$ cat config.mk
export PLATFORM = sky130hd
export DESIGN_NAME = lvl_detect
export DESIGN_NICKNAME = d
export VERILOG_FILES = /design/src/rtl/lvl_pkg.sv /design/src/rtl/lvl_mag.sv /design/src/rtl/lvl_hyst.sv /design/src/rtl/lvl_scale_dly.sv /design/src/rtl/lvl_detect.sv
export SDC_FILE = /design/constraint.sdc
export NUM_CORES = 1
export LEC_CHECK = 0
export BUFFER_PORTS_ARGS = -buffer_cell sky130_fd_sc_hd__buf_2
export CAP_MARGIN = 30
export CORE_MARGIN = 4
export CORE_UTILIZATION = 43
export CTS_CLUSTER_SIZE = 24
export DETAILED_ROUTE_END_ITERATION = 8
export PLACE_DENSITY = 0.75
export SYNTH_ARGS = -nofsm -noshare
export SYNTH_HDL_FRONTEND = slang
export SYNTH_SLANG_ARGS = --single-unit
$ cat constraint.sdc
create_clock -name clk -period 5.92 [get_ports clk]
set_clock_uncertainty 0.15 [all_clocks]
set_input_delay 1.776 -clock clk [delete_from_list [all_inputs] [get_ports clk]]
set_output_delay 1.776 -clock clk [all_outputs]
set_load 0.03 [all_outputs]
$ cat src/rtl/lvl_pkg.sv
// Package: shared widths and state encoding for the level detector.
// Assumes the mantissa is two's complement and thresholds are magnitudes.
package lvl_pkg;
    localparam int MANT_W = 14;
    localparam int MAG_W  = MANT_W - 1;
    localparam int SCL_W  = 5;
    localparam int CNT_W  = 16;
    localparam int MAX_DLY = 7;
    localparam int DLY_W  = $clog2(MAX_DLY + 1);

    typedef enum logic [1:0] {
        ST_IDLE  = 2'd0,
        ST_HELD  = 2'd1,
        ST_DWELL = 2'd2
    } lvl_state_e;
endpackage

$ cat src/rtl/lvl_mag.sv
// Module: absolute value of a two's-complement mantissa.
// The most negative code cannot be represented as a positive value,
// so it saturates to the all-ones magnitude. Purely combinational.
module lvl_mag #(
    parameter int MANT_W = 14,
    localparam int MAG_W = MANT_W - 1
) (
    input  logic [MANT_W-1:0] smp_i,
    output logic [MAG_W-1:0]  mag_o
);
    localparam logic [MANT_W-1:0] MOST_NEG = {1'b1, {MAG_W{1'b0}}};

    logic [MANT_W-1:0] neg_w;

    // Negation and saturation of the magnitude.
    always_comb begin
        neg_w = ~smp_i + 1'b1;
        if (!smp_i[MANT_W-1])
            mag_o = smp_i[MAG_W-1:0];
        else if (smp_i == MOST_NEG)
            mag_o = '1;
        else
            mag_o = neg_w[MAG_W-1:0];
    end
endmodule

$ cat src/rtl/lvl_hyst.sv
// Module: hysteresis state machine with dwell countdown.
// Sets the line on an upper-threshold hit. From the active state, counts
// consecutive below-lower samples and releases after max(dwell,1) of them.
// A sample at or above the lower threshold aborts the count.
// Assumes thr_lo <= thr_hi and that dwell does not change mid-count.
module lvl_hyst #(
    parameter int MAG_W = 13,
    parameter int CNT_W = 16
) (
    input  logic             clk,
    input  logic             rst_n,
    input  logic [MAG_W-1:0] mag_i,
    input  logic [MAG_W-1:0] thr_hi_i,
    input  logic [MAG_W-1:0] thr_lo_i,
    input  logic [CNT_W-1:0] dwell_i,
    output logic             line_o
);
    import lvl_pkg::*;

    lvl_state_e       state_q, state_d;
    logic [CNT_W-1:0] cnt_q, cnt_d;
    logic             ge_hi, ge_lo;

    // Threshold comparisons.
    always_comb begin
        ge_hi = (mag_i >= thr_hi_i);
        ge_lo = (mag_i >= thr_lo_i);
    end

    // Next-state and countdown logic; the upper threshold wins every tie.
    always_comb begin
        state_d = state_q;
        cnt_d   = '0;
        unique case (state_q)
            ST_IDLE: begin
                if (ge_hi) state_d = ST_HELD;
            end
            ST_HELD: begin
                if (ge_hi || ge_lo) begin
                    state_d = ST_HELD;
                end else if (dwell_i <= CNT_W'(1)) begin
                    state_d = ST_IDLE;
                end else begin
                    state_d = ST_DWELL;
                    cnt_d   = dwell_i - 1'b1;
                end
            end
            ST_DWELL: begin
                if (ge_hi || ge_lo) begin
                    state_d = ST_HELD;
                end else if (cnt_q <= CNT_W'(1)) begin
                    state_d = ST_IDLE;
                end else begin
                    cnt_d = cnt_q - 1'b1;
                end
            end
            default: state_d = ST_IDLE;
        endcase
    end

    // State and counter registers.
    always_ff @(posedge clk) begin
        if (!rst_n) begin
            state_q <= ST_IDLE;
            cnt_q   <= '0;
        end else begin
            state_q <= state_d;
            cnt_q   <= cnt_d;
        end
    end

    // Line is active in every state except idle.
    assign line_o = (state_q != ST_IDLE);
endmodule

$ cat src/rtl/lvl_scale_dly.sv
// Module: delays the line by a programmable number of clocks and picks
// the loud or quiet scale code from the packed word.
// Assumes the delay setting never exceeds MAX_DLY.
module lvl_scale_dly #(
    parameter int SCL_W   = 5,
    parameter int MAX_DLY = 7,
    localparam int DLY_W  = $clog2(MAX_DLY + 1)
) (
    input  logic               clk,
    input  logic               rst_n,
    input  logic               line_i,
    input  logic [DLY_W-1:0]   dly_i,
    input  logic [2*SCL_W-1:0] word_i,
    output logic [SCL_W-1:0]   code_o
);
    logic [MAX_DLY-1:0] hist_q;
    logic               sel_w;

    // History shift register of past line states.
    always_ff @(posedge clk) begin
        if (!rst_n) begin
            hist_q <= '0;
        end else begin
            hist_q[0] <= line_i;
            for (int i = 1; i < MAX_DLY; i++)
                hist_q[i] <= hist_q[i-1];
        end
    end

    // Tap select and scale code mux.
    always_comb begin
        sel_w = line_i;
        for (int k = 1; k <= MAX_DLY; k++)
            if (int'(dly_i) == k) sel_w = hist_q[k-1];
        code_o = sel_w ? word_i[SCL_W-1:0] : word_i[2*SCL_W-1:SCL_W];
    end
endmodule

$ cat src/rtl/lvl_detect.sv
// Module: top of the input level detector.
// Magnitude -> hysteresis machine -> delayed scale select.
// Assumes thr_lo_i <= thr_hi_i and steady configuration during a countdown.
module lvl_detect (
    input  logic        clk,
    input  logic        rst_n,
    input  logic [13:0] smp_i,
    input  logic [12:0] thr_hi_i,
    input  logic [12:0] thr_lo_i,
    input  logic [15:0] dwell_i,
    input  logic [9:0]  scale_word_i,
    input  logic [2:0]  sw_delay_i,
    output logic        gain_line_o,
    output logic [4:0]  scale_code_o
);
    import lvl_pkg::*;

    logic [MAG_W-1:0] mag_w;

    lvl_mag #(.MANT_W(MANT_W)) u_mag (
        .smp_i (smp_i),
        .mag_o (mag_w)
    );

    lvl_hyst #(.MAG_W(MAG_W), .CNT_W(CNT_W)) u_hyst (
        .clk      (clk),
        .rst_n    (rst_n),
        .mag_i    (mag_w),
        .thr_hi_i (thr_hi_i),
        .thr_lo_i (thr_lo_i),
        .dwell_i  (dwell_i),
        .line_o   (gain_line_o)
    );

    lvl_scale_dly #(.SCL_W(SCL_W), .MAX_DLY(MAX_DLY)) u_scl (
        .clk    (clk),
        .rst_n  (rst_n),
        .line_i (gain_line_o),
        .dly_i  (sw_delay_i),
        .word_i (scale_word_i),
        .code_o (scale_code_o)
    );
endmodule

==> impl_metrics.py, run 1 <==
metrics = {
    "global_route": {
        "overflow": 0,
        "track_usage": 0.163,
        "grt_start_max_net_pins": 16,
        "grt_pass1_vias": 2424,
        "antenna_found_initial": 0,
        "grt_pass1_wl_microns": 10100,
    },
    "worst_setup_path": {
        "cp_cell_sequence": "buf_2, inv_1, ha_1, nand2_1, or3_1, or4_4, or3b_4, and2_1, ha_1, nand2b_1, a2111oi_4, nor4b_1, or4_1, or2_1, buf_4, nor2_1",
        "slowest_delay_ps": 490,
        "cpLargestDelayFamily": "simple AND/OR/NAND/NOR gates",
        "cp.buffers_inverters": 3,
        "required_ps": 5980,
        "path_max_fanout": 15,
        "arrival_ps": 5710,
        "crit_type": "input port to register",
        "crit_slowest_cell": "or4_1",
        "crit_path_start_kind": "input port",
        "cp-end-kind": "register",
        "cpMostUsedCell": "ha_1",
        "r2r_slack_ps": 3530,
    },
    "power": {
        "powerDensity_mw_per_mm2": 161,
        "peakVddDrop_mv": 0.0742,
        "p_leak_nw": 1.47,
    },
    "clock_tree": {
        "ctsHtreeMaxLevel": 1,
        "root_buffer": "clkbuf_8",
        "cts_made_buffers": 3,
        "clock-sinks": 25,
        "clock_latency_ps": 270,
        "hold_buffers": 0,
        "cts_tree": "done",
        "clockBufferDepth": 2,
        "post-cts-setup-buffers": 0,
        "clkTransAtPathRegs_ps": 90,
    },
    "yosys": {
        "synth-compound-area-share": 0.146,
        "synth_top_family_by_area": "simple AND/OR/NAND/NOR gates",
        "synth.distinct_cells": 47,
        "syn_inst": 326,
        "async_flop_share": 0,
        "seq_area_frac_synth": 0.197,
        "netlist_area_sq_mm": 0.00254,
        "syn_nets": 432,
        "synth-adder-area-share": 0.172,
        "ys_warn_count": 0,
        "synth-simple-area-share": 0.243,
        "syn_area_per_cell_sq_um": 7.81,
        "synth_ff_type": "dfxtp_1",
        "synth-edff-count": 0,
        "ys_seq_elements": 25,
        "synth_mux_area_frac": 0.0438,
        "synth_xor_area_frac": 0.124,
    },
    "placed_design": {
        "post-place-ws_ps": -13.6,
        "place.port_buffers": 76,
        "routabilityCongestion": 0.804,
        "dp_hpwl_microns": 5000,
    },
    "sta": {
        "fmax_mhz": 177,
        "hold_slack_ps": 312,
        "layout_setup_ws_ps": 269,
        "maxSlewHeadroom": 0.425,
        "setup_viol": 0,
        "tightest_slew_ps": 858,
        "period_minus_slack_ps": 5650,
        "min_period_over_period": 0.955,
        "rsz0062_at_grt": "false",
        "hold_violations": 0,
        "slew_viol_final": 0,
    },
    "floorplan": {
        "die_h_microns": 84.9,
        "row_count": 27,
        "dieArea_sq_mm": 0.00721,
        "num_io_pins": 77,
        "core_sq_mm": 0.00561,
        "start_util": 0.454,
        "die_w_microns": 84.9,
    },
    "final_layout": {
        "layout-drive-gt1-share": 0.235,
        "syn2layout_area_growth_pct": 19.6,
        "final_nets": 507,
    },
    "route": {
        "num_vias": 2478,
        "drt_wl_total_microns": 6020,
        "drt_pass1_iterations": 4,
        "wl_per_cell_microns": 12.7,
        "drt-initial-drc-count": 159,
        "antenna_left": 0,
        "drc": 0,
        "vias_per_cell": 5.24,
    },
    "status": {
        "status": "finished, final reports clean",
    },
    "hold_path": {
        "hp-class": "register to register",
    },
    "job": {
        "maxCapViolations": 0,
    },
}
==> kinds of logic (layout without fill, tap and decap cells) <==
group,Yosys count,count (layout)
xor gates and xnor gates,36,36
adders and majority gates,35,35
other,0,1
buffers and inverters,46,120
AOI/OAI and AO/OA,55,55
muxes,8,8
DFF,25,25
and+or+nand+nor,121,121
==> final timing paths <==
check        cells past startpoint               end              from
min                              1   u_scl.hist_q[6]   u_scl.hist_q[5]
max                             16  u_hyst.cnt_q[15]          smp_i[0]
min reg2reg                      1   u_scl.hist_q[6]   u_scl.hist_q[5]
max reg2reg                      7   u_hyst.cnt_q[8]  u_hyst.cnt_q[11]
==> stage by stage <==
stage               instance area, sq um  cells  setup TNS (ps)  power, mW   util
floorplan                           2540    326               0      0.327      -
CTS                                 3030    472               0      0.491  0.540
global placement                    2980    468               0      0.385  0.532
finish                              3040    473               0      0.491  0.543
global route                        3040    472               0      0.526  0.542
detailed placement                  2980    468           -54.3      0.390  0.532
==> cell usage after synthesis, types with 2 or more instances <==
cell	number	share of area
a21oi_1	13	0.026
nor2b_1	2	0.0049
or4_4	2	0.0088
nand2b_1	3	0.0074
nand2_1	30	0.044
nor3_1	8	0.016
nand4_1	2	0.0049
and2_1	8	0.020
o21ai_0	8	0.016
buf_2	2	0.0039
nor4_1	8	0.020
or4_1	5	0.015
or3_1	4	0.0098
o31ai_1	4	0.012
nor2_1	32	0.047
o31a_1	2	0.0069
a22oi_1	13	0.038
nor4b_1	2	0.0069
dfxtp_1	25	0.20
xnor2_1	9	0.031
mux2_2	5	0.022
clkbuf_1	4	0.0059
xor2_1	27	0.093
inv_1	38	0.056
buf_6	2	0.0088
nor3b_1	2	0.0059
a31oi_1	3	0.0074
mux4_2	2	0.018
nand3b_1	2	0.0059
nand3_1	6	0.012
and3_1	2	0.0049
ha_1	35	0.17
o21a_1	2	0.0059
==> placed cells by master (no fill, tap or decap), types with 5 or more instances in the layout <==
cell / netlist / routed
a21oi_1: 13 / 13
a22oi_1: 13 / 13
and2_1: 8 / 8
buf_2: 2 / 76
dfxtp_1: 25 / 25
ha_1: 35 / 35
inv_1: 38 / 38
mux2_2: 5 / 5
nand2_1: 30 / 30
nand3_1: 6 / 6
nor2_1: 32 / 32
nor3_1: 8 / 8
nor4_1: 8 / 8
o21ai_0: 8 / 8
or4_1: 5 / 5
xnor2_1: 9 / 9
xor2_1: 27 / 27
==> cell type report <==
type | count | area [sq um]
antenna | 1 | 2.50
clock buffer | 3 | 41.3
clock inverter | 1 | 5.00
fill | 547 | 2560
inverter | 38 | 143
multi-input combinational | 255 | 1870
sequential | 25 | 500
tap | 72 | 90.1
timing repair buffer | 78 | 395
==> routing by layer <==
| layer | vias up | track usage | share of wire |
|---|---|---|---|
| met2 | 70 | 0.290 | 0.48 |
| met4 | 0 | 0.0403 | 0.0080 |
| li1 | 1285 | - | - |
| met3 | 6 | 0.0204 | 0.065 |
| met5 | - | 0 | 0 |
| met1 | 1117 | 0.208 | 0.45 |
==> state kept, by name, summed over array words and instances, names as in the netlist <==
register,flops
u_scl.hist_q,7
u_hyst.state_q,2
u_hyst.cnt_q,16
==> power breakdown <==
| part | internal [mW] | switching (mW) |
|---|---|---|
| clock | 0.0471 | 0.0557 |
| sequential | 0.175 | 0.00555 |
| combinational | 0.0922 | 0.116 |
| total | 0.314 | 0.177 |
==> repair_timing <==
action / 4_1_cts / 5_1_grt
gates resized for setup: 0 / 1
hold endpoints to repair: 0 / 0
setup endpoints to repair: 0 / 10
No activity file was read; power rests on OpenSTA's default activity.
==> run 2: changes to the inputs <==
Settings changed: BUFFER_PORTS_ARGS -buffer_cell sky130_fd_sc_hd__buf_2 to -buffer_cell sky130_fd_sc_hd__clkbuf_2, CORE_MARGIN 4 to 8, SKIP_LAST_GASP from default to 1.
==> run 2 against run 1 <==
Net effect: first-iteration DRC count down 18%; via count down 0.81%; setup slack better by 97 ps; critical path type unchanged.
==> impl_metrics.py, run 2 (synthesis results as in run 1) <==
metrics = {
    "clock_tree": {
        "post-cts-setup-buffers": 0,
        "hold_buffers": 0,
        "clock_latency_ps": 260,
        "clkTransAtPathRegs_ps": 80,
        "post_cts_resized": 0,
        "cts_tree": "done",
        "root_buffer": "clkbuf_8",
        "ctsHtreeMaxLevel": 1,
        "clockBufferDepth": 2,
        "cts_made_buffers": 3,
        "clock-sinks": 25,
    },
    "sta": {
        "layout_setup_ws_ps": 366,
        "tightest_slew_ps": 697,
        "setup_tns_ps": 0,
        "period_minus_slack_ps": 5550,
        "fmax_mhz": 180,
        "slew_viol_final": 0,
        "min_period_over_period": 0.938,
        "hold_violations": 0,
        "setup_viol": 0,
        "rsz0062_at_grt": "false",
        "maxSlewHeadroom": 0.533,
    },
    "floorplan": {
        "row_count": 28,
        "dieArea_sq_mm": 0.00864,
        "start_util": 0.438,
        "num_io_pins": 77,
        "die_w_microns": 92.9,
        "core_sq_mm": 0.00582,
        "die_h_microns": 92.9,
    },
    "route": {
        "drt_pass1_iterations": 4,
        "vias_per_cell": 5.17,
        "wl_per_cell_microns": 13.1,
        "drt_wl_total_microns": 6230,
        "drc": 0,
        "num_vias": 2458,
        "drt-initial-drc-count": 130,
        "antenna_left": 0,
    },
    "global_route": {
        "antenna_found_initial": 0,
        "overflow": 0,
        "grt_start_max_net_pins": 18,
        "grt_pass1_vias": 2561,
        "grt_pass1_wl_microns": 10700,
        "track_usage": 0.146,
    },
    "status": {
        "status": "finished, final reports clean",
    },
    "worst_setup_path": {
        "required_ps": 5970,
        "cpMostUsedCell": "ha_1",
        "slowest_delay_ps": 490,
        "cpLargestDelayFamily": "simple AND/OR/NAND/NOR gates",
        "r2r_cells": 8,
        "crit_type": "input port to register",
        "arrival_ps": 5600,
        "cp.depth": 16,
        "cp.buffers_inverters": 3,
        "crit_path_start_kind": "input port",
        "crit_slowest_cell": "or4_1",
        "cp_cell_sequence": "clkbuf_2, inv_1, ha_1, nand2_1, or3_1, or4_4, or3b_4, and2_1, ha_1, nand2b_1, a2111oi_2, nor4b_1, or4_1, or2_1, buf_4, nor2_1",
        "cp-end-kind": "register",
        "path_max_fanout": 17,
    },
    "hold_path": {
        "min_path_cells": 1,
        "hp-class": "register to register",
    },
    "power": {
        "peakVddDrop_mv": 0.0854,
        "p_leak_nw": 1.49,
        "powerDensity_mw_per_mm2": 160,
    },
    "placed_design": {
        "post-place-ws_ps": 89.1,
        "routabilityCongestion": 0.804,
        "dp_hpwl_microns": 5330,
        "place.port_buffers": 76,
    },
    "job": {
        "maxCapViolations": 0,
    },
    "final_layout": {
        "fill_cells": 584,
        "regMostFlops": "u_hyst.cnt_q",
        "top_regs": "u_hyst.cnt_q (16), u_scl.hist_q (7), u_hyst.state_q (2)",
        "n_antenna_cell": 0,
        "final_nets": 507,
        "final_cell_mix": "76 x clkbuf_2, 38 x inv_1, 35 x ha_1",
        "syn2layout_area_growth_pct": 19.1,
        "final_common_cell": "clkbuf_2",
        "largest_reg_flops": 16,
        "layout-drive-gt1-share": 0.233,
    },
}
[run 2: metrics by stage]
| stage | std cells | instance area (sq um) | hold WS, ps | utilization | total power [mW] |
|---|---|---|---|---|---|
| 2_1_floorplan | 326 | 2540 | 274 | - | 0.327 |
| 3_3_place_gp | 471 | 2990 | 285 | 0.514 | 0.386 |
| 3_5_place_dp | 471 | 2990 | 298 | 0.514 | 0.392 |
| 4_1_cts | 475 | 3030 | 317 | 0.521 | 0.491 |
| 5_1_grt | 475 | 3030 | 345 | 0.521 | 0.526 |
| 6_report | 475 | 3030 | 311 | 0.521 | 0.486 |
[run 2: area by class of cell]
type | count | area, sq um | share of cell area
flip-flops and latches | 25 | 500 | 0.165
well taps | 75 | 93.8 | 0.0310
multi-input cells | 255 | 1850 | 0.612
inverters | 38 | 143 | 0.0470
clock buffers | 4 | 45.0 | 0.0149
repair buffers | 78 | 395 | 0.130
[run 2: worst paths after layout]
kind                                       from  slack [ps]               end
worst max-delay path                   smp_i[0]         370  u_hyst.cnt_q[12]
worst min-delay path            u_scl.hist_q[4]         310   u_scl.hist_q[5]
worst max register to register  u_hyst.cnt_q[0]        3650  u_hyst.cnt_q[12]
worst min register to register  u_scl.hist_q[4]         310   u_scl.hist_q[5]
[run 2: power breakdown]
| group | internal (mW) | switching (mW) | total [mW] |
|---|---|---|---|
| clock | 0.0480 | 0.0494 | 0.0974 |
| sequential | 0.175 | 0.00568 | 0.181 |
| combinational | 0.0913 | 0.116 | 0.208 |
| total | 0.314 | 0.172 | 0.486 |
[run 2: metal layers]
metal | global-route usage | vias up | share of wire
met2 | 0.250 | 74 | 0.47
li1 | - | 1285 | -
met4 | 0.0443 | 0 | 0.0095
met3 | 0.0380 | 6 | 0.077
met5 | 0 | - | 0
met1 | 0.174 | 1093 | 0.45
==> run 3: changes to the inputs <==
Settings changed: ABC_AREA from default to 1, MAX_ROUTING_LAYER from default to met4, PLACE_DENSITY 0.75 to 0.73.
Clock period 5.92 ns to 6.9 ns, I/O delays scaled along.
==> run 3 against run 2 <==
Net effect: synthesized cell count up 47%; first-iteration DRC count down 32%; non-clock buffer count down 2; critical path depth down 2; synthesized area up 20%; clock-buffer cell count unchanged; sequential share of layout area down 2.4 points; largest power group unchanged; highest routed layer unchanged.
==> impl_metrics.py, run 3 <==
metrics = {
    "floorplan": {
        "core_sq_mm": 0.00683,
        "num_io_pins": 77,
        "die_w_microns": 100,
        "row_count": 30,
        "dieArea_sq_mm": 0.0100,
        "die_h_microns": 100,
        "start_util": 0.446,
    },
    "placed_design": {
        "dp_hpwl_microns": 6380,
        "routabilityCongestion": 0.959,
        "place.port_buffers": 76,
    },
    "global_route": {
        "grt_pass1_vias": 3132,
        "overflow": 0,
        "grt_pass1_wl_microns": 12700,
        "track_usage": 0.153,
        "grt_start_max_net_pins": 18,
        "antenna_found_initial": 0,
    },
    "route": {
        "drc": 0,
        "vias_per_cell": 4.71,
        "antenna_left": 0,
        "drt_wl_total_microns": 7370,
        "wl_per_cell_microns": 11.4,
        "drt-initial-drc-count": 89,
        "drt_pass1_iterations": 4,
        "num_vias": 3054,
    },
    "worst_setup_path": {
        "arrival_ps": 3480,
        "cpMostUsedCell": "nand2_1",
        "cp-end-kind": "output port",
        "path_max_fanout": 6,
        "required_ps": 4680,
        "crit_type": "input port to output port",
        "crit_slowest_cell": "clkbuf_2",
        "slowest_delay_ps": 180,
        "cp_cell_sequence": "clkbuf_2, inv_1, nand3_1, nand2_1, nand3_1, o211ai_1, nand3_1, nand3_1, nand2_1, nand2_1, nand2_1, nand2_1, nand2_1, clkbuf_2",
        "crit_path_start_kind": "input port",
    },
    "job": {
        "maxCapViolations": 0,
    },
    "yosys": {
        "synth_top_family_by_area": "simple AND/OR/NAND/NOR gates",
        "synth_top_area_cell": "dfxtp_1",
        "synth-adder-area-share": 0.144,
        "synth.distinct_cells": 36,
        "synth_common_cells": "103 x nand2_1, 87 x inv_1, 65 x nor2_1, 35 x ha_1, 32 x nand3_1",
        "synth_xor_area_frac": 0.0805,
        "syn_nets": 584,
        "synth-simple-area-share": 0.389,
        "synth_ff_type": "dfxtp_1",
        "async_flop_share": 0,
        "ys_seq_elements": 25,
        "yosysMostFrequentCell": "nand2_1",
        "ys_warn_count": 0,
        "syn_area_per_cell_sq_um": 6.38,
        "synth-compound-area-share": 0.0993,
        "yosys.area.top_type_share": 0.164,
        "seq_area_frac_synth": 0.164,
        "syn_inst": 478,
        "synthTopCellsByArea": "dfxtp_1 16%, ha_1 14%, nand2_1 13%",
        "synth-edff-count": 0,
        "netlist_area_sq_mm": 0.00305,
        "synth_mux_area_frac": 0,
    },
    "final_layout": {
        "regMostFlops": "u_hyst.cnt_q",
        "top_regs": "u_hyst.cnt_q (16), u_scl.hist_q (7), u_hyst.state_q (2)",
        "syn2layout_area_growth_pct": 16.7,
        "layout-drive-gt1-share": 0.215,
        "fill_cells": 711,
        "final_common_cell": "nand2_1",
        "final_cell_mix": "103 x nand2_1, 87 x inv_1, 76 x clkbuf_2",
        "final_nets": 660,
        "n_antenna_cell": 0,
        "postLayoutCoreUtil": 0.521,
        "largest_reg_flops": 16,
    },
    "clock_tree": {
        "clkTransAtPathRegs_ps": 80,
        "clock-sinks": 25,
        "cts_made_buffers": 3,
        "ctsHtreeMaxLevel": 1,
        "post_cts_resized": 0,
        "root_buffer": "clkbuf_8",
        "cts_tree": "done",
        "hold_buffers": 0,
        "clockBufferDepth": 2,
        "post-cts-setup-buffers": 0,
        "clock_latency_ps": 270,
    },
    "sta": {
        "period_minus_slack_ps": 5700,
        "hold_violations": 0,
        "setup_viol": 0,
        "maxSlewHeadroom": 0.619,
        "min_period_over_period": 0.827,
        "fmax_mhz": 175,
        "setup_tns_ps": 0,
        "rsz0062_at_grt": "false",
        "tightest_slew_ps": 570,
        "slew_viol_final": 0,
    },
    "power": {
        "p_leak_nw": 1.99,
        "powerDensity_mw_per_mm2": 138,
        "peakVddDrop_mv": 0.0615,
    },
    "status": {
        "status": "finished, final reports clean",
    },
    "hold_path": {
        "hp-class": "register to register",
    },
}
## run 3: changes by cell type after synthesis, sizes merged, moves of 8 or more
| cell | previous run | this run |
|---|---|---|
| nor2 | 32 | 73 |
| o22ai | 1 | 14 |
| a22oi | 13 | 1 |
| nand3 | 6 | 37 |
| nand4 | 2 | 11 |
| or2 | 1 | 9 |
| inv | 38 | 90 |
| and2 | 8 | 0 |
| nand2 | 30 | 106 |
## run 3: report_power, final
part | switching, mW | leakage, nW | total (mW) | internal [mW]
clock network | 0.0468 | 0.0228 | 0.0882 | 0.0414
registers | 0.00580 | 0.202 | 0.157 | 0.151
logic | 0.151 | 1.77 | 0.245 | 0.0939
## run 3: metal layers
layer	track usage	routed length, microns	vias to the layer above
li1	-	-	1663
met1	0.166	3400	1306
met2	0.278	3500	78
met3	0.0249	383	7
met4	0.0430	89	0
met5	-	0	-
## run 3: logic make-up after synthesis
family | count (synthesis)
and+or+nand+nor | 254
buffers and inverters | 96
AOI/OAI and AO/OA | 40
adders and majority gates | 35
xor gates and xnor gates | 28
DFF | 25
## run 3: through the flow
stage	cells	total power [mW]	hold slack (ps)	area, sq um	worst slack [ps]
finish	649	0.490	280	3560	1200
global route	649	0.532	303	3560	970
CTS	649	0.495	284	3560	1200
detailed placement	645	0.406	272	3510	1200
global placement	645	0.400	264	3510	1300
floorplan	478	0.340	251	3050	1560
## run 3: layout make-up
type / instances / area [sq um] / area share
tap: 96 / 120 / 0.0338
timing repair buffer: 76 / 380 / 0.107
inverter: 91 / 342 / 0.0960
sequential: 25 / 500 / 0.141
multi-input combinational: 357 / 2170 / 0.610
clock buffer: 4 / 45.0 / 0.0127
## run 3: final timing paths
| path | startpoint | cells past startpoint | slack (ps) | end |
|---|---|---|---|---|
| min | u_scl.hist_q[4] | 2 | 280 | u_scl.hist_q[5] |
| min reg2reg | u_scl.hist_q[4] | 2 | 280 | u_scl.hist_q[5] |
| max reg2reg | u_hyst.cnt_q[0] | 11 | 4750 | u_hyst.state_q[1] |
| max | sw_delay_i[1] | 14 | 1200 | scale_code_o[3] |
## run 3: critical path: cells and delay by family
| kind | cells | cell delay (ps) |
|---|---|---|
| AND/OR/NAND/NOR | 10 | 900 |
| buffers and inverters | 3 | 460 |
| AO/OA/AOI/OAI | 1 | 80 |
